==> config.mk <==
export PLATFORM = sky130hd
export DESIGN_NAME = axil_single_master
export DESIGN_NICKNAME = d
export VERILOG_FILES = /design/src/rtl/axil_sm_pkg.sv /design/src/rtl/axil_sm_strobe.sv /design/src/rtl/axil_sm_timer.sv /design/src/rtl/axil_sm_resp_map.sv /design/src/rtl/axil_single_master.sv
export SDC_FILE = /design/constraint.sdc
export NUM_CORES = 1
export LEC_CHECK = 0
export ABC_AREA = 1
export BUFFER_PORTS_ARGS = -buffer_cell sky130_fd_sc_hd__buf_2
export CAP_MARGIN = 20
export CORE_AREA = 10 10 148 150
export CTS_CLUSTER_SIZE = 40
export DETAILED_ROUTE_END_ITERATION = 8
export DIE_AREA = 0 0 158 160
export PLACE_DENSITY_LB_ADDON = 0.25
export SLEW_MARGIN = 20
export SYNTH_ARGS = -nofsm -noshare
export SYNTH_HDL_FRONTEND = slang
export SYNTH_SLANG_ARGS = --single-unit
==> constraint.sdc <==
create_clock -name clk -period 4.48 [get_ports clk]
set_clock_uncertainty 0.2 [all_clocks]
set_input_delay 0.224 -clock clk [delete_from_list [all_inputs] [get_ports clk]]
set_output_delay 0.224 -clock clk [all_outputs]
set_load 0.05 [all_outputs]
==> src/rtl/axil_sm_pkg.sv <==
package axil_sm_pkg;

    typedef enum logic [2:0] {
        TXN_IDLE    = 3'd0,
        TXN_BUSY    = 3'd1,
        TXN_TIMEOUT = 3'd2,
        TXN_OKAY    = 3'd3,
        TXN_EXOKAY  = 3'd4,
        TXN_SLVERR  = 3'd5,
        TXN_DECERR  = 3'd6
    } txn_status_e;

    typedef enum logic [1:0] {
        FSM_IDLE  = 2'd0,
        FSM_WRITE = 2'd1,
        FSM_READ  = 2'd2,
        FSM_REPLY = 2'd3
    } fsm_e;

endpackage

==> src/rtl/axil_sm_strobe.sv <==
module axil_sm_strobe #(
    parameter int STRB_W = 8,
    parameter int LANE_W = 3
) (
    input  logic [2:0]        size,
    input  logic [LANE_W-1:0] lane,
    output logic [STRB_W-1:0] strb
);

    // A lane is enabled when it shares every address bit above the size
    // with the requested offset.
    for (genvar i = 0; i < STRB_W; i++) begin : g_lane
        localparam logic [LANE_W-1:0] IDX = LANE_W'(i);
        assign strb[i] = (((IDX ^ lane) >> size) == '0);
    end

endmodule

==> src/rtl/axil_sm_timer.sv <==
module axil_sm_timer #(
    parameter int CNT_W = 16
) (
    input  logic             clk,
    input  logic             rst_n,
    input  logic             clear,
    input  logic             run,
    input  logic [CNT_W-1:0] limit,
    output logic             expired
);

    logic [CNT_W-1:0] cnt_d, cnt_q;

    always_comb begin
        cnt_d = cnt_q;
        if (clear) begin
            cnt_d = '0;
        end else if (run && (cnt_q != '1)) begin
            cnt_d = cnt_q + 1'b1;
        end
    end

    always_ff @(posedge clk) begin
        if (!rst_n) begin
            cnt_q <= '0;
        end else begin
            cnt_q <= cnt_d;
        end
    end

    assign expired = run && (cnt_q == limit);

endmodule

==> src/rtl/axil_sm_resp_map.sv <==
module axil_sm_resp_map
    import axil_sm_pkg::*;
(
    input  logic [1:0]  resp,
    output txn_status_e code
);

    always_comb begin
        unique case (resp)
            2'b00:   code = TXN_OKAY;
            2'b01:   code = TXN_EXOKAY;
            2'b10:   code = TXN_SLVERR;
            default: code = TXN_DECERR;
        endcase
    end

endmodule

==> src/rtl/axil_single_master.sv <==
module axil_single_master
    import axil_sm_pkg::*;
#(
    parameter int ADDR_W = 32,
    parameter int DATA_W = 64,
    parameter int TMO_W  = 16
) (
    input  logic              clk,
    input  logic              rst_n,
    input  logic [TMO_W-1:0]  tmo_limit,
    input  logic              cmd_valid,
    output logic              cmd_ready,
    input  logic              cmd_write,
    input  logic [ADDR_W-1:0] cmd_addr,
    input  logic [DATA_W-1:0] cmd_wdata,
    input  logic [2:0]        cmd_size,
    output logic              rsp_valid,
    input  logic              rsp_ready,
    output logic [2:0]        rsp_status,
    output logic [DATA_W-1:0] rsp_rdata,
    output logic [2:0]        txn_state,
    output logic              m_awvalid,
    input  logic              m_awready,
    output logic [ADDR_W-1:0] m_awaddr,
    output logic              m_wvalid,
    input  logic              m_wready,
    output logic [DATA_W-1:0] m_wdata,
    output logic [DATA_W/8-1:0] m_wstrb,
    input  logic              m_bvalid,
    output logic              m_bready,
    input  logic [1:0]        m_bresp,
    output logic              m_arvalid,
    input  logic              m_arready,
    output logic [ADDR_W-1:0] m_araddr,
    input  logic              m_rvalid,
    output logic              m_rready,
    input  logic [DATA_W-1:0] m_rdata,
    input  logic [1:0]        m_rresp
);

    localparam int STRB_W = DATA_W / 8;
    localparam int LANE_W = $clog2(STRB_W);

    typedef struct packed {
        fsm_e              fsm;
        logic              aw_pend;
        logic              w_pend;
        logic              ar_pend;
        txn_status_e       status;
        logic [ADDR_W-1:0] addr;
        logic [DATA_W-1:0] wdata;
        logic [STRB_W-1:0] strb;
        logic [DATA_W-1:0] rdata;
    } ctx_t;

    ctx_t ctx_d, ctx_q;

    logic [STRB_W-1:0] strb_new;
    logic              accept;
    logic              busy;
    logic              expired;
    txn_status_e       bcode;
    txn_status_e       rcode;

    axil_sm_strobe #(
        .STRB_W (STRB_W),
        .LANE_W (LANE_W)
    ) u_strobe (
        .size (cmd_size),
        .lane (cmd_addr[LANE_W-1:0]),
        .strb (strb_new)
    );

    axil_sm_timer #(
        .CNT_W (TMO_W)
    ) u_timer (
        .clk     (clk),
        .rst_n   (rst_n),
        .clear   (accept),
        .run     (busy),
        .limit   (tmo_limit),
        .expired (expired)
    );

    axil_sm_resp_map u_bmap (
        .resp (m_bresp),
        .code (bcode)
    );

    axil_sm_resp_map u_rmap (
        .resp (m_rresp),
        .code (rcode)
    );

    assign accept = cmd_valid && (ctx_q.fsm == FSM_IDLE);
    assign busy   = (ctx_q.fsm == FSM_WRITE) || (ctx_q.fsm == FSM_READ);

    always_comb begin
        ctx_d = ctx_q;
        unique case (ctx_q.fsm)
            FSM_IDLE: begin
                if (cmd_valid) begin
                    ctx_d.fsm     = cmd_write ? FSM_WRITE : FSM_READ;
                    ctx_d.aw_pend = cmd_write;
                    ctx_d.w_pend  = cmd_write;
                    ctx_d.ar_pend = !cmd_write;
                    ctx_d.status  = TXN_BUSY;
                    ctx_d.addr    = cmd_addr;
                    ctx_d.wdata   = cmd_wdata;
                    ctx_d.strb    = strb_new;
                    ctx_d.rdata   = '0;
                end
            end
            FSM_WRITE: begin
                if (ctx_q.aw_pend && m_awready) ctx_d.aw_pend = 1'b0;
                if (ctx_q.w_pend && m_wready)   ctx_d.w_pend  = 1'b0;
                if (m_bvalid) begin
                    ctx_d.fsm     = FSM_REPLY;
                    ctx_d.status  = bcode;
                    ctx_d.aw_pend = 1'b0;
                    ctx_d.w_pend  = 1'b0;
                end else if (expired) begin
                    ctx_d.fsm     = FSM_REPLY;
                    ctx_d.status  = TXN_TIMEOUT;
                    ctx_d.aw_pend = 1'b0;
                    ctx_d.w_pend  = 1'b0;
                end
            end
            FSM_READ: begin
                if (ctx_q.ar_pend && m_arready) ctx_d.ar_pend = 1'b0;
                if (m_rvalid) begin
                    ctx_d.fsm     = FSM_REPLY;
                    ctx_d.status  = rcode;
                    ctx_d.rdata   = m_rdata;
                    ctx_d.ar_pend = 1'b0;
                end else if (expired) begin
                    ctx_d.fsm     = FSM_REPLY;
                    ctx_d.status  = TXN_TIMEOUT;
                    ctx_d.ar_pend = 1'b0;
                end
            end
            default: begin
                if (rsp_ready) ctx_d.fsm = FSM_IDLE;
            end
        endcase
    end

    always_ff @(posedge clk) begin
        if (!rst_n) begin
            ctx_q <= '0;
        end else begin
            ctx_q <= ctx_d;
        end
    end

    assign cmd_ready  = (ctx_q.fsm == FSM_IDLE);
    assign rsp_valid  = (ctx_q.fsm == FSM_REPLY);
    assign rsp_status = ctx_q.status;
    assign rsp_rdata  = ctx_q.rdata;
    assign txn_state  = ctx_q.status;

    assign m_awvalid  = ctx_q.aw_pend;
    assign m_awaddr   = ctx_q.addr;
    assign m_wvalid   = ctx_q.w_pend;
    assign m_wdata    = ctx_q.wdata;
    assign m_wstrb    = ctx_q.strb;
    assign m_bready   = (ctx_q.fsm == FSM_WRITE);
    assign m_arvalid  = ctx_q.ar_pend;
    assign m_araddr   = ctx_q.addr;
    assign m_rready   = (ctx_q.fsm == FSM_READ);

endmodule

# [After elaboration in Yosys (flattened, before gate mapping)]
# Index checks and enable logic that the tools add are counted.
[classes] add_sub_neg=1 n_mul=0 div_mod_pow=0 order_cmp=0 eq_ne=16 shifts=8 n_mux=22 bitwise=8 n_reduce_logical=31
[op_table] operator="$mux W176" count=1
[op_table] operator="$pmux W64 S2" count=1
[op_table] operator="$mux W64" count=1
[op_table] operator="$pmux W3 S3" count=3
[op_table] operator="$logic_not A3 Y1" count=8
[op_table] operator="$shr A3 B3 Y3" count=8
[op_table] operator="$add A16 B1 Y16 const B" count=1
[op_table] operator="$eq A16 B16 Y1" count=1
[op_table] operator="$mux W4" count=4
[op_table] operator="$ne A16 B16 Y1 const B" count=1
[op_table] operator="$ne A4 B2 Y1 const B" count=3
[op_table] operator="$reduce_and A3 Y1" count=4
[op_table] operator="$eq A2 B2 Y1 const B" count=4
[op_table] operator="$mux W2" count=4
[op_table] operator="$reduce_and A4 Y1" count=2
[op_table] operator="$eq A2 B1 Y1 const B" count=3
[op_table] operator="$logic_and A1 B1 Y1" count=6
[op_table] operator="$logic_not A2 Y1" count=3
[op_table] operator="$mux W3" count=2
[op_table] operator="$ne A3 B2 Y1 const B" count=2
[op_table] operator="$not A2 Y2" count=3
[op_table] operator="$pmux W2 S3" count=1
[op_table] operator="$ne A2 B2 Y1 const B" count=2
[op_table] operator="$not A1 Y1" count=4
[op_table] operator="11 further kinds" count=14
[word_totals] register_bits=192 latchBits=0 mem_bits_rw=0 romBits=0 input_bits=193 mem_count=0

# [Longest topological paths before layout]
[logic_depth] ltp_word=6 depth_mapped=12 mapped_depth_nobuf=12

# [By module]
# From an unflattened synthesis, not the netlist that was laid out.
[hier_totals] cells_unflattened=1324 hier_area_um2=9760.6
[modules_own_cells] mod="axil_single_master" instances=1 cells_each=1053 area_per_inst_um2=8255.4 seq_area_each_um2=3523.4
[modules_own_cells] mod="axil_sm_timer" instances=1 cells_each=201 area_per_inst_um2=1139.8 seq_area_each_um2=320.3
[modules_own_cells] mod="axil_sm_strobe" instances=1 cells_each=50 area_per_inst_um2=220.2 seq_area_each_um2=0.0
[modules_own_cells] mod="axil_sm_resp_map" instances=2 cells_each=10 area_per_inst_um2=72.6 seq_area_each_um2=0.0

# [Worst setup path after synthesis]
# OpenSTA, ideal clock, no wires.
[synth_path] path_type="reg2reg" startpoint="register ctx_q[174] (netlist name)" endpoint="register ctx_q (netlist bit rsp_rdata[10])" arrival_ns=1.772 slack_ns=2.376 stages_incl_launch_ff=11 synth_period_minus_slack_ns=2.104 cell_sequence="dfxtp_1 -> inv_1 -> ha_1 -> nand2_2 -> inv_2 -> a21oi_1 -> inv_1 -> nand2_4 -> buf_4 -> nand2_1 -> a21oi_1"
[synth_via] elab_chain_cells=3
[synth_rtl] element="from (decl)" line="axil_single_master.sv:56" rtl="ctx_t ctx_d, ctx_q;"
[synth_rtl] element="from (signal assigned)" line="axil_single_master.sv:152" rtl="ctx_q <= ctx_d;"
[synth_rtl] element="$logic_not A2 Y1 *"
[synth_rtl] element="net cmd_ready" line="axil_single_master.sv:12" rtl="output logic cmd_ready,"
[synth_rtl] element="$ne A2 B2 Y1 (no line) / $reduce_bool A2 Y1 (equally long branches)"
[synth_rtl] element="$reduce_and A3 Y1 (no line)"
# Mark *: on every way through the listed nets, which the timed path passes. The rest lies on a longest branch.
# A chain may end at the register's enable or synchronous reset.

# [Worst setup path after layout]
[layout_path] startpoint="register ctx_q[174] (netlist name)" endpoint="register ctx_q (netlist bit m_wstrb[0])"
[layout_via] elab_chain_cells=2
[layout_rtl] element="$logic_not A2 Y1" line="axil_single_master.sv:100" rtl="unique case (ctx_q.fsm)"
[layout_rtl] element="$reduce_and A2 Y1 (no line)"
# Every way passes these cells.

==> results.yml <==
outcome:
  outcome: "finished clean"
synthesis:
  synth.top_cell.area_share_pct: 41.8
  syn_warnings: 0
  postSynthCellCount: 1250
  synth_flop_cell: "dfxtp_1"
  synthTopCellsByArea: "dfxtp_1 (42%), buf_4 (18%), nor2_1 (9.5%)"
  post-synth-top-count-cell: "nor2_1"
  edff_count_synth: 0
  synth_top_area_cell: "dfxtp_1"
  async_flop_share_pct: 0
  synthesis.area_mm2: 0.00920
  synth.ff_latch_count: 192
  synth.top_cells.by_count: "nor2_1 (232), nand2_1 (226), buf_4 (216)"
  synthesis.area_per_instance_um2: 7.36
  seq_area_frac_synth_pct: 41.8
  post_synth_num_cell_types: 35
  postSynthNetCount: 1454
clock_tree:
  tritoncts.num_buffers: 17
  cts-resized-gates: 0
  cts_setup_buffers: 0
  clk_path_buf_depth: 2
  clk_latency_ps: 420
  clk_transition_reported_paths_ps: 70
  htree_num_levels: 4
  cts-hold-fix-buffers: 161
  numClockSinks: 192
  clockRootBuffer: "clkbuf_16"
  cts_tree: "done"
global_route:
  antenna_found_initial: 7
  grt-ovfl-total: 0
  grt.total_usage_pct: 22.9
  grt_pass1_vias: 8781
  largest_net_degree_at_the_start_of_global_routing: 97
  grt_first_pass_wirelength_um: 46700
route:
  drt_first_iter_violations: 545
  top_layer: "met4"
  viasPerCell: 4.79
  via_count: 8807
  met2WireLength_um: 14800
  ant_nets: 0
  drt_wl_total_um: 29900
  met1_length_um: 11400
  met3_wirelength_um: 2620
  routed_wire_length_per_instance_um: 16.2
  drtPass1Iterations: 5
  post-route-drc-count: 0
sta:
  tightestPinTransition_ps: 948
  hold_viol_final: 0
  max_freq_mhz: 338
  fin_setup_tns_ps: 0
  finalCriticalPeriod_ps: 2960
  finalMaxSlewViolations: 0
  unrepaired_setup_endpoints_after_global_routing: "no"
  slew_headroom_pct: 36.7
  worst_slack_ps: 1520
  finalCritPeriodShare_pct: 66.0
  count_of_final_setup_violators: 0
die:
  initial_utilization_pct: 48.2
  io-pin-count: 406
  die_w_um: 158
  placement_rows: 51
  area_of_the_die_mm2: 0.0253
  core-area_mm2: 0.0191
  floorplan.die.height_um: 160
pwr:
  worst_ir_drop_vdd_mv: 0.296
  power.leakage_nw: 5.74
  power.density_cell_area_mw_per_mm2: 598
  power_mw: 7.16
worst_setup_path:
  start_kind: "flip-flop"
  setup.worst_path.end_class: "flip-flop"
  required_time_at_the_endpoint_of_the_critical_path_ps: 4610
  timing.critical_path.arrival_ps: 3090
  worst-path-max-fanout: 77
  crit_type: "flip-flop to flip-flop"
layout:
  final_layout_size_suffix_gt1_share_pct: 29.1
  fin_cells: 1839
  layout_area_overhead_pct: 30.1
  finalNetCount: 1785
  stdcell_area_mm2: 0.0120
placed_design:
  setup_ws_pre_cts_ps: 1550
  gpl.final_weighted_congestion: 0.850
  dpl-instance-area_mm2: 0.00975
  detailed_place_hpwl_um: 20700
  placed_cells: 1639
  numPortBuffers: 405
hold_path:
  timing.hold.worst.class: "input pin to flip-flop"
job:
  timing.max_cap.violations: 0
## worst paths after layout
path,startpoint,to,slack (ps),cells past startpoint
hold / removal,m_awready,m_awvalid,60,6
hold reg to reg,rsp_rdata[59],rsp_rdata[59],260,2
setup / recovery,ctx_q[174],m_wstrb[0],1520,9
setup reg to reg,ctx_q[174],m_wstrb[0],1520,9
## critical path: stages (launching register included)
cell and delay [ps]:
dfxtp_1 330, inv_1 110, ha_1 300, nand2_2 90
inv_2 340, buf_4 710, o21ai_1 220, a31oi_1 280
o211ai_1 140, o21ai_1 120
## cell usage in the layout (no fill, tap or decap), types with 6 or more instances in the layout
| master | count |
|---|---|
| buf_2 | 405 |
| inv_2 | 6 |
| o21ai_0 | 111 |
| dfxtp_1 | 192 |
| dlygate4sd3_1 | 161 |
| diode_2 | 7 |
| buf_4 | 6 |
| clkbuf_16 | 17 |
| nor3_1 | 8 |
| nor2_1 | 232 |
| a21oi_1 | 91 |
| nand2_1 | 226 |
| inv_1 | 54 |
| nand3_1 | 12 |
| ha_1 | 11 |
## registers in the layout, indices dropped and copies added, names as in the netlist, 2 cells and up
signal         flops
u_timer.cnt_q     16
m_wstrb            8
rsp_status         3
ctx_q              2
m_araddr          32
m_wdata           64
rsp_rdata         64
## report_power, final
part / internal [mW] / switching, mW / total (mW)
Combinational: 0.809 / 2.61 / 3.42
Sequential: 2.04 / 0.192 / 2.23
Clock: 0.806 / 0.708 / 1.51
Total: 3.65 / 3.51 / 7.16
## layout make-up
class | instances | area [um^2]
inverter | 60 | 225
antenna | 7 | 17.5
multi-input combinational | 738 | 3310
timing repair buffer | 572 | 3680
tap | 238 | 298
clock buffer | 19 | 443
clock inverter | 13 | 144
fill | 1637 | 7120
sequential | 192 | 3840
## per-layer routing
| metal | up-vias | global-route usage (%) |
|---|---|---|
| met5 | - | 0 |
| met4 | 0 | 10.8 |
| met3 | 72 | 7.84 |
| met2 | 377 | 38.2 |
| met1 | 3950 | 25.4 |
| li1 | 4408 | - |
## per-stage QoR
stage	hold slack, ps	utilization (%)
finish	61.8	62.7
global route	57.4	62.7
CTS	21.6	62.6
detailed placement	249	51.1
global placement	245	51.1
floorplan	172	-
## logic make-up (layout without fill, tap and decap cells)
family	after synthesis	count (layout)	share of synthesized area (%)
compound gates	220	220	12.4
xor+xnor	6	6	0.571
fa+ha+maj	11	11	1.50
buf+inv	320	664	22.3
flops	192	192	41.8
other cells	0	7	0
simple gates	501	501	21.5
(Power assumes the default switching activity.)
